## config.mk

```make
export PLATFORM = sky130hd
export DESIGN_NAME = idac_i2c_regs
export DESIGN_NICKNAME = d
export VERILOG_FILES = /design/src/rtl/idac_pkg.sv /design/src/rtl/idac_line_sync.sv /design/src/rtl/idac_i2c_engine.sv /design/src/rtl/idac_regbank.sv /design/src/rtl/idac_i2c_regs.sv
export SDC_FILE = /design/constraint.sdc
export NUM_CORES = 1
export LEC_CHECK = 0
export BUFFER_PORTS_ARGS = -buffer_cell sky130_fd_sc_hd__buf_4
export CAP_MARGIN = 0
export CORE_AREA = 5 5 114 95
export DETAILED_ROUTE_END_ITERATION = 12
export DIE_AREA = 0 0 119 100
export GPL_ROUTABILITY_DRIVEN = 1
export PLACE_DENSITY = 0.62
export REMOVE_ABC_BUFFERS = 1
export SKIP_LAST_GASP = 1
export SLEW_MARGIN = 25
export SYNTH_ARGS = -nofsm -noshare
export SYNTH_HDL_FRONTEND = slang
export SYNTH_SLANG_ARGS = --single-unit
```

## constraint.sdc

```tcl
create_clock -name clk -period 2.34 [get_ports clk]
set_clock_uncertainty 0.15 [all_clocks]
set_input_delay 0.351 -clock clk [delete_from_list [all_inputs] [get_ports clk]]
set_output_delay 0.351 -clock clk [all_outputs]
set_load 0.01 [all_outputs]
```

## src/rtl/idac_pkg.sv

```systemverilog
package idac_pkg;

    localparam int MAG_W  = 5;
    localparam int BYTE_W = 8;

    // one channel control register (reserved bits are not stored)
    typedef struct packed {
        logic             sign;   // 1 = source, 0 = sink
        logic [MAG_W-1:0] mag;
    } chan_reg_t;

    // register write request from the bus engine
    typedef struct packed {
        logic              we;
        logic [BYTE_W-1:0] addr;
        logic [BYTE_W-1:0] data;
    } wr_req_t;

    typedef enum logic [2:0] {
        S_IDLE,
        S_ADDR,
        S_ADDR_ACK,
        S_WRX,
        S_WRX_ACK,
        S_RDTX,
        S_RDTX_ACK,
        S_WAIT
    } slv_state_e;

    function automatic logic [BYTE_W-1:0] reg_to_byte(chan_reg_t r);
        return {r.sign, 2'b00, r.mag};
    endfunction

    function automatic chan_reg_t byte_to_reg(logic [BYTE_W-1:0] b);
        chan_reg_t r;
        r.sign = b[BYTE_W-1];
        r.mag  = b[MAG_W-1:0];
        return r;
    endfunction

endpackage

```

## src/rtl/idac_line_sync.sv

```systemverilog
module idac_line_sync #(
    parameter int STAGES = 2
) (
    input  logic clk,
    input  logic rst,
    input  logic din,
    output logic level,
    output logic rise,
    output logic fall
);
    logic [STAGES-1:0] chain;
    logic              prev;

    always_ff @(posedge clk) begin
        if (rst) begin
            chain <= '1;
            prev  <= 1'b1;
        end else begin
            chain <= {chain[STAGES-2:0], din};
            prev  <= chain[STAGES-1];
        end
    end

    assign level = chain[STAGES-1];
    assign rise  = chain[STAGES-1] & ~prev;
    assign fall  = ~chain[STAGES-1] & prev;

endmodule

```

## src/rtl/idac_i2c_engine.sv

```systemverilog
module idac_i2c_engine
    import idac_pkg::*;
#(
    parameter logic [6:0] DEV_ADDR = 7'h2C
) (
    input  logic              clk,
    input  logic              rst,
    input  logic              scl,
    input  logic              sda,
    input  logic              scl_rise,
    input  logic              scl_fall,
    input  logic              sda_rise,
    input  logic              sda_fall,
    input  logic [BYTE_W-1:0] rd_data,
    output logic [BYTE_W-1:0] ptr,
    output wr_req_t           wr,
    output logic              sda_low
);
    slv_state_e        state;
    logic [3:0]        cnt;
    logic [BYTE_W-1:0] shreg;
    logic [BYTE_W-1:0] txb;
    logic              rw;
    logic              ptr_set;
    logic              start_c;
    logic              stop_c;

    assign start_c = scl & sda_fall;
    assign stop_c  = scl & sda_rise;

    always_ff @(posedge clk) begin
        if (rst) begin
            state   <= S_IDLE;
            cnt     <= '0;
            shreg   <= '0;
            txb     <= '0;
            rw      <= 1'b0;
            ptr_set <= 1'b0;
            ptr     <= '0;
            sda_low <= 1'b0;
            wr      <= '0;
        end else begin
            wr.we <= 1'b0;
            if (start_c) begin
                state   <= S_ADDR;
                cnt     <= '0;
                sda_low <= 1'b0;
                ptr_set <= 1'b0;
            end else if (stop_c) begin
                state   <= S_IDLE;
                sda_low <= 1'b0;
            end else begin
                unique case (state)
                    S_ADDR, S_WRX: begin
                        if (scl_rise) begin
                            shreg <= {shreg[BYTE_W-2:0], sda};
                            cnt   <= cnt + 4'd1;
                        end else if (scl_fall && cnt == 4'd8) begin
                            if (state == S_ADDR) begin
                                if (shreg[7:1] == DEV_ADDR) begin
                                    rw      <= shreg[0];
                                    sda_low <= 1'b1;
                                    state   <= S_ADDR_ACK;
                                end else begin
                                    state <= S_WAIT;
                                end
                            end else begin
                                sda_low <= 1'b1;
                                state   <= S_WRX_ACK;
                                if (!ptr_set) begin
                                    ptr     <= shreg;
                                    ptr_set <= 1'b1;
                                end else begin
                                    wr.we   <= 1'b1;
                                    wr.addr <= ptr;
                                    wr.data <= shreg;
                                    ptr     <= ptr + 8'd1;
                                end
                            end
                        end
                    end
                    S_ADDR_ACK: begin
                        if (scl_fall) begin
                            cnt <= '0;
                            if (rw) begin
                                txb     <= rd_data;
                                sda_low <= ~rd_data[BYTE_W-1];
                                state   <= S_RDTX;
                            end else begin
                                sda_low <= 1'b0;
                                state   <= S_WRX;
                            end
                        end
                    end
                    S_WRX_ACK: begin
                        if (scl_fall) begin
                            sda_low <= 1'b0;
                            cnt     <= '0;
                            state   <= S_WRX;
                        end
                    end
                    S_RDTX: begin
                        if (scl_rise) begin
                            cnt <= cnt + 4'd1;
                        end else if (scl_fall) begin
                            if (cnt == 4'd8) begin
                                sda_low <= 1'b0;
                                state   <= S_RDTX_ACK;
                            end else begin
                                txb     <= {txb[BYTE_W-2:0], 1'b0};
                                sda_low <= ~txb[BYTE_W-2];
                            end
                        end
                    end
                    S_RDTX_ACK: begin
                        if (scl_rise) begin
                            if (sda) state <= S_WAIT;
                            else     ptr   <= ptr + 8'd1;
                        end else if (scl_fall) begin
                            cnt     <= '0;
                            txb     <= rd_data;
                            sda_low <= ~rd_data[BYTE_W-1];
                            state   <= S_RDTX;
                        end
                    end
                    default: ;
                endcase
            end
        end
    end

    // a STOP leaves the slave idle with SDA released
    p_stop_release_r11: assert property (@(posedge clk) disable iff (rst)
        stop_c |=> (state == S_IDLE && !sda_low));

    // SDA is released while data or address bits are being received
    p_rx_released_r8: assert property (@(posedge clk) disable iff (rst)
        (state == S_ADDR || state == S_WRX) |-> !sda_low);

    // after a NACK or a foreign address the line stays released
    p_wait_silent_r10: assert property (@(posedge clk) disable iff (rst)
        (state == S_WAIT) |-> !sda_low);

    // a write strobe is only issued once the pointer has been loaded
    p_write_after_ptr_r2: assert property (@(posedge clk) disable iff (rst)
        wr.we |-> ptr_set);

endmodule

```

## src/rtl/idac_regbank.sv

```systemverilog
module idac_regbank
    import idac_pkg::*;
#(
    parameter int          NUM_CH    = 4,
    parameter logic [7:0]  BASE_ADDR = 8'hF8
) (
    input  logic                    clk,
    input  logic                    rst,
    input  wr_req_t                 wr,
    input  logic [BYTE_W-1:0]       rd_addr,
    output logic [BYTE_W-1:0]       rd_data,
    output logic [NUM_CH-1:0]       chan_source,
    output logic [NUM_CH-1:0]       chan_sink,
    output logic [NUM_CH*MAG_W-1:0] chan_mag
);
    localparam logic [7:0] CH_LIMIT = 8'(NUM_CH);

    chan_reg_t         regs_q [NUM_CH];
    logic [BYTE_W-1:0] woff;
    logic [BYTE_W-1:0] roff;
    logic              whit;
    logic              rhit;

    assign woff = wr.addr - BASE_ADDR;
    assign roff = rd_addr - BASE_ADDR;
    assign whit = (wr.addr >= BASE_ADDR) && (woff < CH_LIMIT);
    assign rhit = (rd_addr >= BASE_ADDR) && (roff < CH_LIMIT);

    for (genvar i = 0; i < NUM_CH; i++) begin : g_ch
        logic active;

        always_ff @(posedge clk) begin
            if (rst) begin
                regs_q[i] <= '0;
            end else if (wr.we && whit && woff == 8'(i)) begin
                regs_q[i] <= byte_to_reg(wr.data);
            end
        end

        assign active                    = |regs_q[i].mag;
        assign chan_source[i]            = active & regs_q[i].sign;
        assign chan_sink[i]              = active & ~regs_q[i].sign;
        assign chan_mag[i*MAG_W +: MAG_W] = regs_q[i].mag;

        // zero magnitude never enables a direction
        p_zero_mag_idle_r4: assert property (@(posedge clk) disable iff (rst)
            (chan_mag[i*MAG_W +: MAG_W] == '0) |-> !(chan_source[i] || chan_sink[i]));

        // a register changes only under a write strobe
        p_hold_no_write_r7: assert property (@(posedge clk) disable iff (rst)
            !wr.we |=> $stable(regs_q[i]));

        // reset clears every channel
        p_reset_clear_r6: assert property (@(posedge clk)
            $past(rst) |-> (regs_q[i] == '0));
    end

    always_comb begin
        rd_data = '0;
        for (int i = 0; i < NUM_CH; i++) begin
            if (rhit && roff == 8'(i)) rd_data = reg_to_byte(regs_q[i]);
        end
    end

    // reserved bits never read as one
    p_rsv_zero_r5: assert property (@(posedge clk) disable iff (rst)
        rd_data[6:5] == 2'b00);

endmodule

```

## src/rtl/idac_i2c_regs.sv

```systemverilog
module idac_i2c_regs
    import idac_pkg::*;
#(
    parameter int         NUM_CH    = 4,
    parameter logic [6:0] DEV_ADDR  = 7'h2C,
    parameter logic [7:0] BASE_ADDR = 8'hF8,
    parameter int         SYNC_LEN  = 2
) (
    input  logic                    clk,
    input  logic                    rst,
    input  logic                    scl_i,
    input  logic                    sda_i,
    output logic                    sda_drive_low,
    output logic [NUM_CH-1:0]       chan_source,
    output logic [NUM_CH-1:0]       chan_sink,
    output logic [NUM_CH*MAG_W-1:0] chan_mag
);
    localparam int NLINES = 2;   // index 0 = SCL, 1 = SDA

    logic [NLINES-1:0] line_in;
    logic [NLINES-1:0] line_lvl;
    logic [NLINES-1:0] line_rise;
    logic [NLINES-1:0] line_fall;
    logic [BYTE_W-1:0] ptr;
    logic [BYTE_W-1:0] rd_data;
    wr_req_t           wr;

    assign line_in = {sda_i, scl_i};

    for (genvar g = 0; g < NLINES; g++) begin : g_sync
        idac_line_sync #(.STAGES(SYNC_LEN)) u_sync (
            .clk  (clk),
            .rst  (rst),
            .din  (line_in[g]),
            .level(line_lvl[g]),
            .rise (line_rise[g]),
            .fall (line_fall[g])
        );
    end

    idac_i2c_engine #(.DEV_ADDR(DEV_ADDR)) u_engine (
        .clk     (clk),
        .rst     (rst),
        .scl     (line_lvl[0]),
        .sda     (line_lvl[1]),
        .scl_rise(line_rise[0]),
        .scl_fall(line_fall[0]),
        .sda_rise(line_rise[1]),
        .sda_fall(line_fall[1]),
        .rd_data (rd_data),
        .ptr     (ptr),
        .wr      (wr),
        .sda_low (sda_drive_low)
    );

    idac_regbank #(.NUM_CH(NUM_CH), .BASE_ADDR(BASE_ADDR)) u_regs (
        .clk        (clk),
        .rst        (rst),
        .wr         (wr),
        .rd_addr    (ptr),
        .rd_data    (rd_data),
        .chan_source(chan_source),
        .chan_sink  (chan_sink),
        .chan_mag   (chan_mag)
    );

endmodule

```

==> summary by stage <==
STA
The final-report hold violation count is 0. Based on the critical path, the design can be clocked at up to 0.4478 GHz. Setup slack closes at 107.1 ps. The actual transition at the worst max-transition pin is 503.3 ps. Hold is met by 46.35 ps. The final period utilization is 95.42%.

The accumulated negative setup slack is 0 ps. Setup repair after global routing left no endpoint under its margin. The tightest slew margin relative to the limit is 66.32%. The number of pins exceeding their max-slew limit in the final report is 0. After layout, the minimum clock period comes to 2233 ps. The setup violation total in the final timing report is 0.

Synth
The netlist uses 61 different library cells. After technology mapping, the gate count stands at 470. For this run, the leading register cell type out of synthesis is sky130_fd_sc_hd__dfxtp_1. In this run the cell area of the synthesized design comes to 4164 um^2. For this run, the number of Yosys warnings is 0. Of all flip-flops after synthesis, the portion carrying an async set or reset was 0%. Ranked by total cell area, the synthesized netlist is headed by sky130_fd_sc_hd__dfxtp_1 26%, sky130_fd_sc_hd__edfxtp_1 17%, sky130_fd_sc_hd__nand2_1 5.1%. The cell taking the most area after synthesis is sky130_fd_sc_hd__dfxtp_1. In this run the mean area of a mapped cell was 8.860 um^2.

The sequential element share of the synthesized area is 43.27%. The number of register bits inferred by synthesis is 78. The number of enable flip-flop cells after synthesis is 24. The fraction of synthesized cell area taken by the top area cell type is 25.96%.

Detailed routing
Dividing the detail-routed via count by the number of cells gives 5.438. In this run the remaining antenna-violating nets after routing total 0. The number of design rule violations left after detail routing is 0. The final wirelength is 9835 um. After detailed routing, the average wire length per cell comes to 15.89 um. In this run, the number of DRC markers left after iteration 0 of detailed routing was 242.

The total iterations of the first detailed-routing run is 4. The routed layout has 3366 vias.

Clock network
The count of instances resized after the clock tree is built is 0. The hold-fix buffer count after cts is 0. The clock tree root buffer cell is sky130_fd_sc_hd__clkbuf_16. The TritonCTS clock tree is built. Clock tree synthesis found a total of 78 sinks. The number of CTS-inserted buffers is 9. The insertion delay of the later-clocked pin in the worst-skew pair is 340 ps.

Clock-pin slew was measured on the worst setup and hold paths at 60 ps. The clock tree synthesis step divided the H-tree into 3 levels. The buffer depth of the longest clock path is 2. After clock tree synthesis, the setup repair step added 0 buffers.

Final layout
The layout has 899 filler cells. In the layout the commonest cells are 57 x sky130_fd_sc_hd__nand2_1, 54 x sky130_fd_sc_hd__dfxtp_1, 54 x sky130_fd_sc_hd__buf_4. The layout cell share with drive strength beyond 1 is 20.20%. The number of antenna diodes in the final layout is 0. The leading cell type in the layout, fill and taps excluded is sky130_fd_sc_hd__nand2_1.

In the final design database the tool counted 509 nets. The signed area change from the synthesized netlist to the final layout is 15.69%.

Place
Routability-driven placement finished with a final weighted congestion of 0.8696. At the placement stage, the worst setup path has a slack of 216.2 ps. The count of buffers inserted at the top-level ports is 32. The total half-perimeter wirelength after legalization and detailed placement is 7141 um.

Critical path
The setup check on the worst reg-to-reg path leaves a slack of 200 ps. The worst setup path startpoint is u_regs.regs_q[0][3]. The critical path is of the reg -> out type. The critical path capture point type is an output pin. Data on the critical path is required at its endpoint by 1840 ps. The critical path data arrival time is 1730 ps. The highest net fanout along the worst path is 3. The worst setup path is launched from a flop. The number of cells on the worst reg-to-reg path is 8. In this run the critical register-to-register path is launched from u_engine.cnt[0]. The endpoint identified for the worst register-to-register timing path is u_engine.ptr[1].

GRT
For this run, the total global-route usage over all layers was measured as 17.29%. For this run the aggregate overflow at the end of global routing stands at 0. Entering global routing, the biggest net connects 39 pins. The first global-routing pass estimated 16480 um of wire. The number of global-route vias before repair is 3201.

The number of antenna violations at the first check in global routing came to 0.

Pwr
For this design the static power due to leakage is 0.001820 uW. IR analysis of the VDD net gives a maximum drop of 405.3 uV. The power density over the cells is 640.7 nW/um^2.

Worst hold path
The worst hold path passes through 2 cells. In this run the most critical hold path is launched from sda_i. The hold-critical path endpoint is g_sync[1].u_sync.chain[0].

The worst hold path belongs to the class in -> reg.

Die
The width of the chip is 119 um. The die is 100 um tall. The floorplan row count is 32. The die area is 11900 um^2. The core region is 9449 um^2. The effective utilization at floorplan is 44.07%. The I/O pin count is 33.

Job
The max-cap check violation count is 0.

Run status
The run finished with clean final reports.
==> how the worst max path moves through the flow <==
| stage | endpoint | slack, ps | depth (start not counted) |
|---|---|---|---|
| after detailed placement | u_engine.ptr[1] | 220 | 8 |
| after floorplan | u_engine.wr[0] | 280 | 7 |
| after global routing | u_regs.regs_q[0][4] | 20 | 5 |
| final | chan_sink[0] | 110 | 4 |
| after CTS | chan_sink[0] | 100 | 4 |
| after global placement | u_engine.txb[3] | 240 | 7 |
==> kinds of logic after synthesis <==
logic type	synth area share, %
buffers and inverters	7.632
muxes	2.164
adders and majority gates	3.005
xor gates and xnor gates	0.2104
AOI/OAI and AO/OA	16.68
and+or+nand+nor	27.04
DFF	43.27
==> cell usage after synthesis (2+ instances only) <==
cell,instances
sky130_fd_sc_hd__o31a_1,2
sky130_fd_sc_hd__a311oi_1,2
sky130_fd_sc_hd__a31oi_1,3
sky130_fd_sc_hd__nand3_1,9
sky130_fd_sc_hd__nor2_1,36
sky130_fd_sc_hd__a221oi_1,3
sky130_fd_sc_hd__a211o_1,2
sky130_fd_sc_hd__nand3b_1,7
sky130_fd_sc_hd__o211ai_1,3
sky130_fd_sc_hd__nor3b_1,3
sky130_fd_sc_hd__buf_4,21
sky130_fd_sc_hd__nand2_1,57
sky130_fd_sc_hd__edfxtp_1,24
sky130_fd_sc_hd__ha_1,10
sky130_fd_sc_hd__mux2i_1,9
sky130_fd_sc_hd__nand4_1,2
sky130_fd_sc_hd__a21o_1,3
sky130_fd_sc_hd__nor4_1,3
sky130_fd_sc_hd__nor2b_1,7
sky130_fd_sc_hd__and3b_1,4
sky130_fd_sc_hd__or3_1,2
sky130_fd_sc_hd__inv_1,17
sky130_fd_sc_hd__or4_1,5
sky130_fd_sc_hd__nand2b_1,13
sky130_fd_sc_hd__clkbuf_1,10
sky130_fd_sc_hd__a32oi_1,6
sky130_fd_sc_hd__o21bai_1,4
sky130_fd_sc_hd__o21ai_0,18
sky130_fd_sc_hd__dfxtp_1,54
sky130_fd_sc_hd__a211oi_1,3
sky130_fd_sc_hd__nor3_1,10
sky130_fd_sc_hd__a21oi_1,33
sky130_fd_sc_hd__o32ai_1,3
sky130_fd_sc_hd__and3_1,2
sky130_fd_sc_hd__and2_1,28
sky130_fd_sc_hd__or2_2,10
sky130_fd_sc_hd__a21oi_2,11
sky130_fd_sc_hd__buf_2,7
sky130_fd_sc_hd__o21a_1,2
==> cell type report <==
type / instances / area [um^2] / area share (%)
clock inverter: 7 / 96.34 / 2.000
clock buffer: 9 / 225.2 / 4.675
timing repair buffer: 55 / 425.4 / 8.831
tap: 119 / 148.9 / 3.091
inverter: 18 / 67.56 / 1.403
sequential: 78 / 1802 / 37.40
multi-input combinational: 333 / 2052 / 42.60
==> sequential cells by signal, indices dropped and copies added (netlist names), 3 cells and up <==
signal / flops
u_engine.cnt: 4
u_engine.state: 3
u_engine.txb: 7
u_engine.wr: 15
u_regs.regs_q: 24
u_engine.shreg: 8
g_sync.u_sync.chain: 4
u_engine.ptr: 8
==> stage by stage <==
step                      power [uW]  std cells  instance area, um^2  utilization, %
after floorplan                 1525        429                 3914               -
after global placement          1608        603                 4488           47.50
after detailed placement        1610        603                 4488           47.50
after CTS                       3122        619                 4810           50.90
after global routing            3201        619                 4817           50.98
final                           3086        619                 4817           50.98
==> power breakdown <==
group	internal, uW	leakage (uW)	switching, uW
clock network	937	0.000160	569
registers	1410	0.000679	22.2
logic	62.8	0.000982	81.5
total	2410	0.00182	673
==> layer usage <==
layer | routed length [um] | track usage, %
met5 | 0 | 0
met4 | 166 | 5.966
met3 | 532 | 4.000
met2 | 4266 | 25.31
met1 | 4869 | 24.99
==> critical path, cell delays in order (launching register included) <==
cell and delay [ps]:
sky130_fd_sc_hd__edfxtp_1 440, sky130_fd_sc_hd__or4_1 530, sky130_fd_sc_hd__nor2_1 200, sky130_fd_sc_hd__nor2_1 70
sky130_fd_sc_hd__buf_4 150
Note: power is estimated with default switching activity, not from simulation.
